$ cat src/rtl/inj_pkg.sv
`timescale 1ns/1ps
package inj_pkg;
  localparam int ADDR_W = 16;
  localparam int BYTE_W = 8;

  localparam logic [BYTE_W-1:0] OP_LDA_IMM = 8'hA9;
  localparam logic [BYTE_W-1:0] OP_JMP_ABS = 8'h4C;
  localparam logic [BYTE_W-1:0] IMM_FILL   = 8'h40;

  typedef enum logic [2:0] {
    PH_IDLE, PH_ARM, PH_LDA, PH_IMM, PH_JOP, PH_JLO, PH_JHI
  } inj_phase_e;

  function automatic inj_phase_e phase_after(inj_phase_e ph);
    case (ph)
      PH_ARM:  phase_after = PH_LDA;
      PH_LDA:  phase_after = PH_IMM;
      PH_IMM:  phase_after = PH_JOP;
      PH_JOP:  phase_after = PH_JLO;
      PH_JLO:  phase_after = PH_JHI;
      default: phase_after = ph;
    endcase
  endfunction

  function automatic logic [BYTE_W-1:0] byte_of(inj_phase_e ph,
                                                logic [ADDR_W-1:0] ret,
                                                logic bitv);
    case (ph)
      PH_LDA:  byte_of = OP_LDA_IMM;
      PH_IMM:  byte_of = {IMM_FILL[BYTE_W-1:1], bitv};
      PH_JOP:  byte_of = OP_JMP_ABS;
      PH_JLO:  byte_of = ret[BYTE_W-1:0];
      PH_JHI:  byte_of = ret[ADDR_W-1:BYTE_W];
      default: byte_of = '0;
    endcase
  endfunction
endpackage

$ cat src/rtl/inj_bus_sampler.sv
`timescale 1ns/1ps
module inj_bus_sampler
  import inj_pkg::*;
(
  input  logic              clk,
  input  logic              rst,
  input  logic              m2,
  input  logic [ADDR_W-1:0] live_addr,
  input  logic              cpu_rw,
  output logic              m2_fall,
  output logic [ADDR_W-1:0] cap_addr,
  output logic              cap_rw
);
  logic m2_q;

  always_ff @(posedge clk) begin
    if (rst) begin
      m2_q     <= 1'b0;
      cap_addr <= '0;
      cap_rw   <= 1'b1;
    end else begin
      m2_q <= m2;
      if (m2) begin
        cap_addr <= live_addr;
        cap_rw   <= cpu_rw;
      end
    end
  end

  assign m2_fall = m2_q && !m2;
endmodule

$ cat src/rtl/inj_pad_port.sv
`timescale 1ns/1ps
module inj_pad_port
  import inj_pkg::*;
#(
  parameter logic [ADDR_W-1:0] PAD_ADDR = 16'h4016
) (
  input  logic              clk,
  input  logic              rst,
  input  logic              m2,
  input  logic [ADDR_W-1:0] live_addr,
  input  logic              cpu_rw,
  input  logic              cpu_d0,
  input  logic              pad_data,
  output logic              pad_clk,
  output logic              pad_strobe,
  output logic              pad_bit
);
  logic pad_hit, pad_rd, pad_wr;

  assign pad_hit = ({live_addr[ADDR_W-1:1], 1'b0} == PAD_ADDR);
  assign pad_rd  = m2 && cpu_rw && pad_hit;
  assign pad_wr  = m2 && !cpu_rw && (live_addr == PAD_ADDR);

  always_ff @(posedge clk) begin
    if (rst) begin
      pad_clk    <= 1'b1;
      pad_strobe <= 1'b0;
      pad_bit    <= 1'b0;
    end else begin
      pad_clk <= !pad_rd;
      if (pad_wr) pad_strobe <= cpu_d0;
      if (pad_rd) pad_bit    <= pad_data;
    end
  end
endmodule

$ cat src/rtl/inj_seq_core.sv
`timescale 1ns/1ps
module inj_seq_core
  import inj_pkg::*;
#(
  parameter logic [ADDR_W-1:0] PAD_ADDR = 16'h4016
) (
  input  logic              clk,
  input  logic              rst,
  input  logic              m2_fall,
  input  logic [ADDR_W-1:0] cap_addr,
  input  logic              cap_rw,
  input  logic [ADDR_W-1:0] live_addr,
  input  logic              pad_bit,
  output logic              drive_req,
  output logic [BYTE_W-1:0] drive_byte,
  output logic              pass_thru
);
  localparam logic [ADDR_W-1:0] ONE = ADDR_W'(1);

  inj_phase_e        phase_q;
  logic [ADDR_W-1:0] base_q;
  logic [ADDR_W-1:0] prev_q;
  logic [ADDR_W-1:0] ret_addr;
  logic              step_hit, hold_hit, cap_is_pad;

  assign ret_addr   = base_q + ONE;
  assign step_hit   = (live_addr == prev_q + ONE);
  assign hold_hit   = (live_addr == prev_q);
  assign cap_is_pad = ({cap_addr[ADDR_W-1:1], 1'b0} == PAD_ADDR);

  always_comb begin
    drive_req  = 1'b0;
    pass_thru  = 1'b0;
    drive_byte = byte_of(phase_q, ret_addr, pad_bit);
    if (phase_q == PH_IDLE) begin
      pass_thru = 1'b1;
    end else if (phase_q == PH_JHI) begin
      if (live_addr == ret_addr) pass_thru = 1'b1;
      else if (hold_hit)         drive_req = 1'b1;
    end else if (step_hit) begin
      drive_req  = 1'b1;
      drive_byte = byte_of(phase_after(phase_q), ret_addr, pad_bit);
    end else if (hold_hit && phase_q != PH_ARM) begin
      drive_req = 1'b1;
    end
  end

  always_ff @(posedge clk) begin
    if (rst) begin
      phase_q <= PH_IDLE;
      base_q  <= '0;
      prev_q  <= '0;
    end else if (m2_fall) begin
      case (phase_q)
        PH_IDLE: begin
          if (cap_rw && cap_is_pad && base_q[ADDR_W-1]) begin
            phase_q <= PH_ARM;
            prev_q  <= base_q;
          end else begin
            base_q <= cap_addr;
          end
        end
        PH_JHI: begin
          if (cap_rw && cap_addr == ret_addr) begin
            phase_q <= PH_IDLE;
            base_q  <= cap_addr;
          end
        end
        default: begin
          if (cap_rw && cap_addr == prev_q + ONE) begin
            phase_q <= phase_after(phase_q);
            prev_q  <= cap_addr;
          end
        end
      endcase
    end
  end
endmodule

$ cat src/rtl/inj_seq_top.sv
`timescale 1ns/1ps
module inj_seq_top
  import inj_pkg::*;
#(
  parameter logic [ADDR_W-1:0] PAD_ADDR = 16'h4016
) (
  input  logic              clk,
  input  logic              rst,
  input  logic              m2,
  input  logic [ADDR_W-2:0] cpu_addr,
  input  logic              cpu_romsel_n,
  input  logic              cpu_rw,
  input  logic              cpu_d0,
  input  logic              pad_data,
  output logic [BYTE_W-1:0] data_out,
  output logic              data_oe,
  output logic              cart_romsel_n,
  output logic              pad_clk,
  output logic              pad_strobe
);
  logic [ADDR_W-1:0] live_addr, cap_addr;
  logic              m2_fall, cap_rw, pad_bit;
  logic              drive_req, pass_thru;
  logic [BYTE_W-1:0] drive_byte;

  assign live_addr = {~cpu_romsel_n, cpu_addr};

  inj_bus_sampler u_samp (
    .clk(clk), .rst(rst), .m2(m2), .live_addr(live_addr), .cpu_rw(cpu_rw),
    .m2_fall(m2_fall), .cap_addr(cap_addr), .cap_rw(cap_rw)
  );

  inj_pad_port #(.PAD_ADDR(PAD_ADDR)) u_pad (
    .clk(clk), .rst(rst), .m2(m2), .live_addr(live_addr), .cpu_rw(cpu_rw),
    .cpu_d0(cpu_d0), .pad_data(pad_data), .pad_clk(pad_clk),
    .pad_strobe(pad_strobe), .pad_bit(pad_bit)
  );

  inj_seq_core #(.PAD_ADDR(PAD_ADDR)) u_core (
    .clk(clk), .rst(rst), .m2_fall(m2_fall), .cap_addr(cap_addr),
    .cap_rw(cap_rw), .live_addr(live_addr), .pad_bit(pad_bit),
    .drive_req(drive_req), .drive_byte(drive_byte), .pass_thru(pass_thru)
  );

  always_ff @(posedge clk) begin
    if (rst) begin
      data_oe       <= 1'b0;
      data_out      <= '0;
      cart_romsel_n <= 1'b1;
    end else begin
      data_oe       <= drive_req && m2 && cpu_rw;
      data_out      <= drive_byte;
      cart_romsel_n <= (pass_thru && m2) ? cpu_romsel_n : 1'b1;
    end
  end
endmodule

$ cat config.mk
export PLATFORM = sky130hd
export DESIGN_NAME = inj_seq_top
export DESIGN_NICKNAME = d
export VERILOG_FILES = /design/src/rtl/inj_pkg.sv /design/src/rtl/inj_bus_sampler.sv /design/src/rtl/inj_pad_port.sv /design/src/rtl/inj_seq_core.sv /design/src/rtl/inj_seq_top.sv
export SDC_FILE = /design/constraint.sdc
export NUM_CORES = 1
export LEC_CHECK = 0
export BUFFER_PORTS_ARGS = -buffer_cell sky130_fd_sc_hd__buf_2
export CORE_MARGIN = 2
export CORE_UTILIZATION = 50
export DETAILED_ROUTE_END_ITERATION = 7
export PLACE_DENSITY = 0.78
export SLEW_MARGIN = 20
export SYNTH_ARGS = -nofsm -noshare
export SYNTH_HDL_FRONTEND = slang
export SYNTH_HIERARCHICAL = 1
export SYNTH_SLANG_ARGS = --single-unit
$ cat constraint.sdc
create_clock -name clk -period 4.34 [get_ports clk]
set_clock_uncertainty 0.05 [all_clocks]
set_input_delay 0.434 -clock clk [delete_from_list [all_inputs] [get_ports clk]]
set_output_delay 0.434 -clock clk [all_outputs]
set_load 0.05 [all_outputs]
; ---- Yosys cells after proc, flatten, opt, wreduce, memory -nomap -nowiden
; Cells that the tools add are included.
[word_totals]
reg_bits = 66
latchBits = 0
ramBits = 0
word_cells = 92
n_memories = 0
rom_bits = 0
in_bits = 22
out_inout_bits = 12
[classes]
shift = 0
n_bitwise = 3
div = 0
addsub = 2
eq_ne = 23
magnitude_cmp = 0
n_reduce_logical = 24
n_mux = 28
n_mul = 0
[ops]
columns = cell, count
row1 = == test 16 bit, 5
row2 = case mux 8 bit (5 select lines), 2
row3 = 2-to-1 mux 16 bit, 4
row4 = case mux 16 bit (2 select lines), 2
row5 = "adder 16 x 1 -> 16 bit, second input constant", 2
row6 = "== test 15 x 14 -> 1 bit, second input constant", 2
row7 = 2-to-1 mux 8 bit, 3
row8 = "== test 3 bit, second input constant", 6
row9 = 2-to-1 mux 3 bit, 6
row10 = "== test 16 x 15 -> 1 bit, second input constant", 1
row11 = case mux 3 bit (5 select lines), 1
row12 = logical AND 1 bit, 13
row13 = "== test 3 x 2 -> 1 bit, second input constant", 4
row14 = AND reduction 4 bit, 3
row15 = 2-to-1 mux 1 bit, 9
row16 = "!= test 2 bit, second input constant", 3
row17 = case mux 3 bit (2 select lines), 1
row18 = nonzero test 2 bit, 2
row19 = "== test 3 x 1 -> 1 bit, second input constant", 1
row20 = logical NOT 1 bit, 3
row21 = logical NOT 3 bit, 1
row22 = "!= test 3 x 1 -> 1 bit, second input constant", 1
row23 = NOT 1 bit, 3
row24 = nonzero test 3 bit, 1
row25 = OR reduction 2 bit, 1

; ---- Logic depth before layout (Yosys ltp)
; Gate-level depths: netlist (run 1).
[logic_depth]
depth_word = 10
depth_mapped = 13
ltp_nobuf = 10

; ---- Hierarchy
; Netlist (run 1), hierarchy kept.
[modules_own_cells]
columns = module, cells_per_inst, area_per_inst_um2, instances, seq_area_each_um2
row1 = inj_seq_core, 576, 4399.2, 1, 700.7
row2 = inj_bus_sampler, 58, 651.9, 1, 360.3
row3 = inj_seq_top, 21, 295.3, 1, 200.2
row4 = inj_pad_port, 18, 187.7, 1, 60.1

; ---- Worst setup path after synthesis (run 1)
; Ideal clock, no wire load.
[synth_path]
path_kind = reg2reg
from = register u_core.prev_q[1]
to = register data_out[3]
t_arrival_ns = 2.912
period_less_slack_ns = 3.078
setup_ns = 0.116
n_path_buf = 1
stages_incl_launch_ff = 12
required_ns = 4.174
slack_ns = 1.262
path_cell_list = dfxtp_1 -> ha_1 -> buf_2 -> nand4_4 -> a311oi_1 -> a22oi_1 -> o311a_1 -> nor4_4 -> nand2_2 -> mux2_1 -> or3_1 -> and2b_2
[synth_between]
elab_chain_len = 5
[synth_rtl]
columns = element, line
row1 = start: declaration, inj_seq_core.sv:22  ; logic [ADDR_W-1:0] prev_q;
row2 = start signal: assignment, inj_seq_core.sv:58  ; prev_q <= base_q;
row3 = start signal: assignment, inj_seq_core.sv:72  ; prev_q <= cap_addr;
row4 = adder 16 x 1 -> 16 bit, inj_seq_core.sv:27  ; assign step_hit = (live_addr == prev_q + ONE);
row5 = == test 16 bit, inj_seq_core.sv:27
row6 = 2-to-1 mux 8 bit, inj_seq_core.sv:40  ; end else if (step_hit) begin
row7 = 2-to-1 mux 8 bit, inj_seq_core.sv:37  ; end else if (phase_q == PH_JHI) begin
row8 = 2-to-1 mux 8 bit, inj_seq_core.sv:35  ; if (phase_q == PH_IDLE) begin
row9 = named net drive_byte[3], inj_seq_top.sv:24  ; logic [BYTE_W-1:0] drive_byte;
row10 = end signal: assignment, inj_seq_top.sv:52  ; data_out <= drive_byte;
row11 = end: declaration, inj_seq_top.sv:15  ; output logic [BYTE_W-1:0] data_out,
; The timed path passes the listed nets, and every way through them passes these cells.
; A chain may end at the register's enable or synchronous reset.

; ---- Final worst setup path (run 1)
[layout_path]
from = register u_core.prev_q[0]
to = register data_out[3]
; Same word-level chain as after synthesis.

==> results by group, run 1 <==
Worst setup path
  • Reg2Reg Depth: 10
  • Critical path class: flip-flop to flip-flop
  • Worst r2r dst: data_out[3]
  • CP Data Arrival Time: 3.93 ns
  • Reg2Reg Setup Slack: 0.62 ns
  • Worst-path fanout max: 15
  • CP endpoint kind: flip-flop
  • Origin of the critical flop-to-flop path: u_core/prev_q[0]
  • Critical Path RT: 4.55 ns
  • CP Launch Type: flip-flop

Timing
  • Min Hold Slack: between 0.2 and 0.25 ns
  • Final setup TNS: 0 ns
  • Slew HR: 0.398
  • RSZ-0062 raised after global routing: no
  • Fmax: 0.269 GHz
  • Setup violations, final: 0
  • Max-slew violations: 0
  • Worst-Margin Slew: 0.902 ns
  • Final setup margin: 0.619 ns
  • Post-route minimum period: 3.72 ns
  • Final period util: 0.857
  • Final hold viol count: 0

Clock tree
  • H-tree levels: 3
  • Post-CTS resize count: 0
  • CTS tree: done
  • Clock buffer depth: 2
  • Clk pin slew, worst setup/hold paths: 0.08 ns
  • Clock Latency Late Sink: 0.37 ns
  • CTS Buf Count: 9
  • Cts hold-fix bufs: 0
  • Post-CTS Setup Inserts: 0
  • Num Clock Sinks: between 60 and 70
  • CTS root buf: clkbuf_8

Yosys
  • Sequential area share after synthesis: 0.239
  • Yosys reg bits: 66
  • EDFF count, synth: 0
  • Syn_nets: 697
  • Mapped Cells: 673
  • Synth Area per Inst: around 8.2 µm²
  • Post-synth top flop: dfxtp_1
  • Yosys Warn Count: 6
  • Mapped Area: approximately 5500 µm²
  • Synth async-reset ratio: 0
  • Synth cell types: 86

Cells and area
  • Area delta synth->final: 5.88%
  • Layout cells sized above 1: 0.146
  • FILL cells: between 1000 and 1500
  • Most frequent cells in the layout: 66 x dfxtp_1, 66 x nand2_1, 57 x xnor2_1
  • Nets@finish: 698
  • Antenna Cells: 0

Routing
  • DRC Markers: 0
  • Routed length per placed instance: 20.0 µm
  • Vias after detailed routing: 5053
  • WL final: 16400 µm
  • DRT Pass-1 Iters: 6
  • Vias per cell: 6.17
  • DRT iter0 DRCs: roughly 640
  • ANT nets after route: 0

Place
  • Port buffer count: 33
  • Post-DP HPWL: 12000 µm
  • Routability cong.: 0.963
  • Setup WS pre-CTS: 0.667 ns

Pwr
  • P per Cell Area: between 200 and 250 nW/µm²
  • P_sw: about 0.4 mW
  • VDD IR-drop max: 0.000120 V
  • Internal power: 0.980 mW
  • Clock power frac: 0.394
  • Total power: 1.37 mW
  • Seq pwr share: 0.473
  • Combinational share of power: 0.133
  • Leak: ~2.1 nW
  • Sw frac: 0.285

Die
  • Die height: 109 µm
  • CORE AREA: 10800 µm²
  • Ports: 34
  • Die area: about 12000 µm²
  • FP Rows: 38
  • Starting Density: 0.511
  • Die X: approximately 110 µm

GRT
  • Total gr overflow: 0
  • Largest net degree at the start of global routing: just under 60
  • Global-route wire length before repair: approximately 25000 µm
  • Number of global-route vias before repair: 4666
  • GRT Overall Usage: 0.280
  • Initial antenna violation count: 0

Worst hold path
  • Hold depth: 2
  • Hold wc startpoint: cpu_romsel_n
  • Hold Path Class: primary input to flip-flop
  • Worst hold path endpoint: cart_romsel_n

Outcome
  • Outcome: complete, no violations

Run
  • Max cap viols: 0
cell usage after synthesis, types with 3 or more instances:
| cell | number | share of area |
|---|---|---|
| and2_1 | 5 | 0.0057 |
| nand3_1 | 22 | 0.020 |
| xor2_1 | 25 | 0.040 |
| a21oi_1 | 28 | 0.025 |
| xnor2_1 | 57 | 0.090 |
| and2b_2 | 8 | 0.013 |
| dfxtp_1 | 66 | 0.24 |
| inv_1 | 10 | 0.0068 |
| xnor3_1 | 3 | 0.012 |
| nand2_1 | 66 | 0.045 |
| nand4_1 | 15 | 0.017 |
| clkbuf_1 | 24 | 0.016 |
| nor3_1 | 14 | 0.013 |
| mux2i_1 | 40 | 0.072 |
| buf_2 | 14 | 0.013 |
| mux2_2 | 9 | 0.018 |
| a22oi_1 | 3 | 0.0041 |
| buf_6 | 3 | 0.0061 |
| o21ai_0 | 14 | 0.013 |
| nor4_1 | 12 | 0.014 |
| and3_1 | 7 | 0.0079 |
| a31oi_1 | 3 | 0.0034 |
| o211ai_1 | 5 | 0.0068 |
| o21ai_1 | 4 | 0.0036 |
| or3_1 | 6 | 0.0068 |
| nor4_4 | 4 | 0.015 |
| nor2_1 | 44 | 0.030 |
| nor3b_1 | 3 | 0.0041 |
| nand2b_1 | 40 | 0.045 |
| buf_4 | 5 | 0.0068 |
| and4_1 | 4 | 0.0063 |
| o32ai_1 | 4 | 0.0063 |
| nor2b_1 | 17 | 0.019 |
| or4_1 | 6 | 0.0081 |
| mux2_1 | 11 | 0.022 |
per-stage QoR:
step | util | area (µm²) | instances
floorplan | - | 5530 | 673
global placement | 0.522 | 5660 | 803
detailed placement | 0.522 | 5660 | 803
CTS | 0.541 | 5860 | 819
global route | 0.541 | 5860 | 819
finish | 0.541 | 5860 | 819
final cells by class:
class	instances	area (µm²)	share of cell area
multi-input cells	546	3900	0.666
flip-flops and latches	66	1320	0.225
well taps	140	175	0.0299
clock inverters	4	51.3	0.00876
clock buffers	12	145	0.0248
inverters	10	37.5	0.00641
repair buffers	41	225	0.0384
power groups by stage:
stage	sequential (mW)	combinational, mW	clock (mW)
after global routing	0.650	0.193	0.577
after detailed placement	0.661	0.176	0
after global placement	0.660	0.173	0
after CTS	0.647	0.178	0.545
after floorplan	0.647	0.134	0
final	0.649	0.182	0.540
state kept, by name, summed over array words and instances, names as in the netlist, named ones only:
name,cells
u_samp/cap_addr,16
u_core/prev_q,16
u_samp/m2_q,1
cart_romsel_n,1
data_out,8
data_oe,1
u_samp/cap_rw,1
u_core/phase_q,2
u_pad/pad_bit,1
u_pad/pad_clk,1
u_pad/pad_strobe,1
u_core/base_q,16
cells by family after synthesis:
| logic type | Yosys count | synth area share |
|---|---|---|
| muxes | 60 | 0.113 |
| adders and majority gates | 2 | 0.00452 |
| xor gates and xnor gates | 88 | 0.152 |
| and+or+nand+nor | 298 | 0.314 |
| AOI/OAI and AO/OA | 98 | 0.120 |
| buffers and inverters | 61 | 0.0574 |
| DFF | 66 | 0.239 |
routing by layer:
layer,share of wire,GRT usage
met1,0.42,0.372
met2,0.45,0.434
met3,0.086,0.0514
met4,0.048,0.139
met5,0,0
worst max path at each step:
stage                     startpoint     endpoint  slack [ns]  cells past startpoint
floorplan           u_core/prev_q[1]  data_out[3]        1.26                     11
global placement    u_core/prev_q[0]  data_out[3]        0.78                     10
detailed placement  u_core/prev_q[0]  data_out[3]        0.67                     10
CTS                 u_core/prev_q[0]  data_out[3]        0.64                     10
global route        u_core/prev_q[0]  data_out[3]        0.44                     10
finish              u_core/prev_q[0]  data_out[3]        0.62                     10
worst max-delay path, cell delays in order (launching register included):
cell      delay (ns)
dfxtp_1         0.50
ha_1            0.42
nand4_4         0.29
a311oi_1        0.36
a22oi_1         0.11
o311a_1         0.36
nor4_4          0.40
nand2_2         0.21
mux2_1          0.35
or3_1           0.38
and2b_2         0.20
(Power assumes the default switching activity.)
==> inputs of run 2 (changes only) <==
--- a/config.mk
+++ b/config.mk
@@ -7,9 +7,9 @@
 export LEC_CHECK = 0
 export BUFFER_PORTS_ARGS = -buffer_cell sky130_fd_sc_hd__buf_2
 export CORE_MARGIN = 2
-export CORE_UTILIZATION = 50
+export CORE_UTILIZATION = 55
 export DETAILED_ROUTE_END_ITERATION = 7
-export PLACE_DENSITY = 0.78
+export PLACE_DENSITY = 0.83
 export SLEW_MARGIN = 20
 export SYNTH_ARGS = -nofsm -noshare
 export SYNTH_HDL_FRONTEND = slang
==> run 2 against run 1 <==
  * Design area is 0.34% lower
  * Critical path type unchanged
  * Critical endpoint unchanged
  * Die area shrank 8.8%
  * Register-to-register slack worse by 0.10 ns
==> results by group, run 2 (synthesis results as in run 1) <==
Outcome
  • Outcome: complete, no violations

Timing
  • Setup violations, final: 0 (unchanged)
  • Final setup TNS: 0 ns (unchanged)
  • RSZ-0062 raised after global routing: no
  • Slew HR: 0.414 (+0.0152)
  • Max-slew violations: 0 (unchanged)
  • Final period util: 0.880 (+0.0231)
  • Post-route minimum period: 3.82 ns (+0.100 ns)
  • Min Hold Slack: 0.233 ns (-0.0141 ns)
  • Final setup margin: 0.519 ns (-0.100 ns)
  • Worst-Margin Slew: 0.880 ns (-0.0228 ns)
  • Fmax: 0.262 GHz (-2.6%)
  • Final hold viol count: 0 (unchanged)

Pwr
  • Clock power frac: 0.380 (-0.014)
  • Seq pwr share: 0.482 (+0.009)
  • Leak: 2.06 nW (about the same)
  • Internal power: 0.950 mW (-3.0%)
  • P per Cell Area: 230 nW/µm² (-1.6%)
  • Sw frac: 0.293 (+0.00753)
  • Combinational share of power: 0.138 (+0.005)
  • VDD IR-drop max: 0.000167 V (+39%)
  • P_sw: 0.394 mW (+0.62%)
  • Total power: 1.34 mW (-2.0%)

Die
  • Die height: 104 µm (-4.5%)
  • FP Rows: 36 (-5.3%)
  • Die area: 10900 µm² (-8.8%)
  • CORE AREA: 9770 µm² (-9.8%)
  • Die X: 104 µm (-4.5%)
  • Ports: 34 (unchanged)
  • Starting Density: 0.566 (+0.0557)

Run
  • Max cap viols: 0 (unchanged)

Worst setup path
  • Worst r2r dst: data_out[3]
  • Critical path class: flip-flop to flip-flop
  • Cell depth of the worst setup path: 10 (unchanged)
  • Critical Path RT: 4.54 ns (about the same)
  • Max stage delay on crit path: 0.50 ns (about the same)
  • Worst-path fanout max: 15 (unchanged)
  • Critical Path Slowest Stage Cell: dfxtp_1
  • Reg2Reg Depth: 10 (unchanged)
  • CP Launch Type: flip-flop
  • CP endpoint kind: flip-flop
  • CP bufs+invs: 0 (unchanged)
  • Reg2Reg Setup Slack: 0.52 ns (-0.10 ns)
  • Origin of the critical flop-to-flop path: u_core/prev_q[0]
  • CP Data Arrival Time: 4.03 ns (+0.10 ns)
  • Worst path top cell family by delay: simple AND/OR/NAND/NOR gates
  • Crit-path cells: ha_1 > nand4_4 > a311oi_1 > a22oi_1 > o311a_1 > nor4_4 > nand2_2 > mux2_1 > or3_1 > and2b_2

Cells and area
  • Final cell count without fillers: 812 (-0.85%)
  • Most frequent cells in the layout: 66 x dfxtp_1, 66 x nand2_1, 57 x xnor2_1
  • Nets@finish: 698 (unchanged)
  • Post-layout util: 0.597 (+0.0569)
  • Area delta synth->final: 5.52%
  • Fin area: 5840 µm² (-0.34%)
  • Antenna Cells: 0 (unchanged)
  • Top flop regs: u_core/base_q (16), u_core/prev_q (16), u_samp/cap_addr (16)
  • Multi-input gate area: 3900 µm² (-0.13%)
  • Layout cells sized above 1: 0.147 (+0.00147)
  • FILL cells: 919 (-9.9%)
  • FF+latch area: 1320 µm² (unchanged)

GRT
  • Largest net degree at the start of global routing: 101 (+74%)
  • Total gr overflow: 0 (unchanged)
  • Initial antenna violation count: 0 (unchanged)
  • Number of global-route vias before repair: 4774 (+2.3%)
  • Global-route wire length before repair: 26900 µm (+6.8%)
  • GRT Overall Usage: 0.315 (+0.0353)

Clock tree
  • CTS tree: done
  • Cts hold-fix bufs: 0 (unchanged)
  • Post-CTS Setup Inserts: 0 (unchanged)
  • Num Clock Sinks: 66 (unchanged)
  • Clock buffer depth: 2 (unchanged)
  • CTS root buf: clkbuf_8
  • Post-CTS resize count: 0 (unchanged)
  • Clock Latency Late Sink: 0.36 ns (about the same)
  • Clk pin slew, worst setup/hold paths: 0.08 ns (about the same)
  • H-tree levels: 3 (unchanged)
  • CTS Buf Count: 9 (unchanged)

Place
  • Post-DP HPWL: 12500 µm (+3.8%)
  • Routability cong.: 0.939 (-2.5%)
  • Placed Instances: 796 (-0.87%)
  • Setup WS pre-CTS: 0.596 ns (-0.0714 ns)
  • Placement Cell Area: 5650 µm² (-0.24%)
  • Port buffer count: 33 (unchanged)

Routing
  • Routed length per placed instance: 21.2 µm (+5.8%)
  • ANT nets after route: 0 (unchanged)
  • DRC Markers: 0 (unchanged)
  • WL final: 17200 µm (+4.9%)
  • Vias after detailed routing: 5242 (+3.7%)
  • DRT iter0 DRCs: 691 (+8.6%)
  • Vias per cell: 6.46 (+4.6%)
  • DRT Pass-1 Iters: 5 (-1)

Worst hold path
  • Hold wc startpoint: cpu_romsel_n
  • Worst hold path endpoint: cart_romsel_n
  • Hold Path Class: primary input to flip-flop
  • Hold depth: 2 (unchanged)
## run 2: changes by cell type in the layout (fill, tap and decap cells not counted)
| cell | delta |
|---|---|
| bufinv_16 | -1 |
| clkbuf_1 | -2 |
| nor3_1 | +1 |
| clkinv_4 | -1 |
| clkinvlp_4 | +1 |
| clkbuf_8 | +2 |
| clkinv_2 | +1 |
| nor3_2 | -1 |
## run 2: how the worst max path moves through the flow
stage,startpoint,end
after floorplan,u_core/prev_q[1],data_out[3]
after global placement,u_core/prev_q[0],data_out[3]
after detailed placement,u_core/prev_q[0],data_out[3]
after CTS,u_core/prev_q[0],data_out[3]
after global routing,u_core/prev_q[0],data_out[3]
final,u_core/prev_q[0],data_out[3]
## run 2: power by group through the flow
stage / Sequential, mW / Clock, mW / Combinational [mW]
3_5_place_dp: 0.661 / 0 / 0.179
6_report: 0.648 / 0.511 / 0.185
5_1_grt: 0.649 / 0.548 / 0.198
4_1_cts: 0.646 / 0.518 / 0.181
3_3_place_gp: 0.660 / 0 / 0.175
2_1_floorplan: 0.647 / 0 / 0.134
## run 2: cell type report
type,count,share of cell area
clock buffer,12,0.0283
clock inverter,4,0.00429
inverter,10,0.00643
multi-input combinational,546,0.668
sequential,66,0.226
tap,133,0.0285
timing repair buffer,41,0.0386
## run 2: layer usage
| layer | global-route usage | part of all wire | routed length, µm | vias up |
|---|---|---|---|---|
| li1 | - | - | - | 2393 |
| met1 | 0.447 | 0.42 | 7200 | 2476 |
| met2 | 0.479 | 0.44 | 7550 | 317 |
| met3 | 0.0545 | 0.11 | 1850 | 56 |
| met4 | 0.110 | 0.037 | 629 | 0 |
| met5 | 0 | 0 | 0 | - |
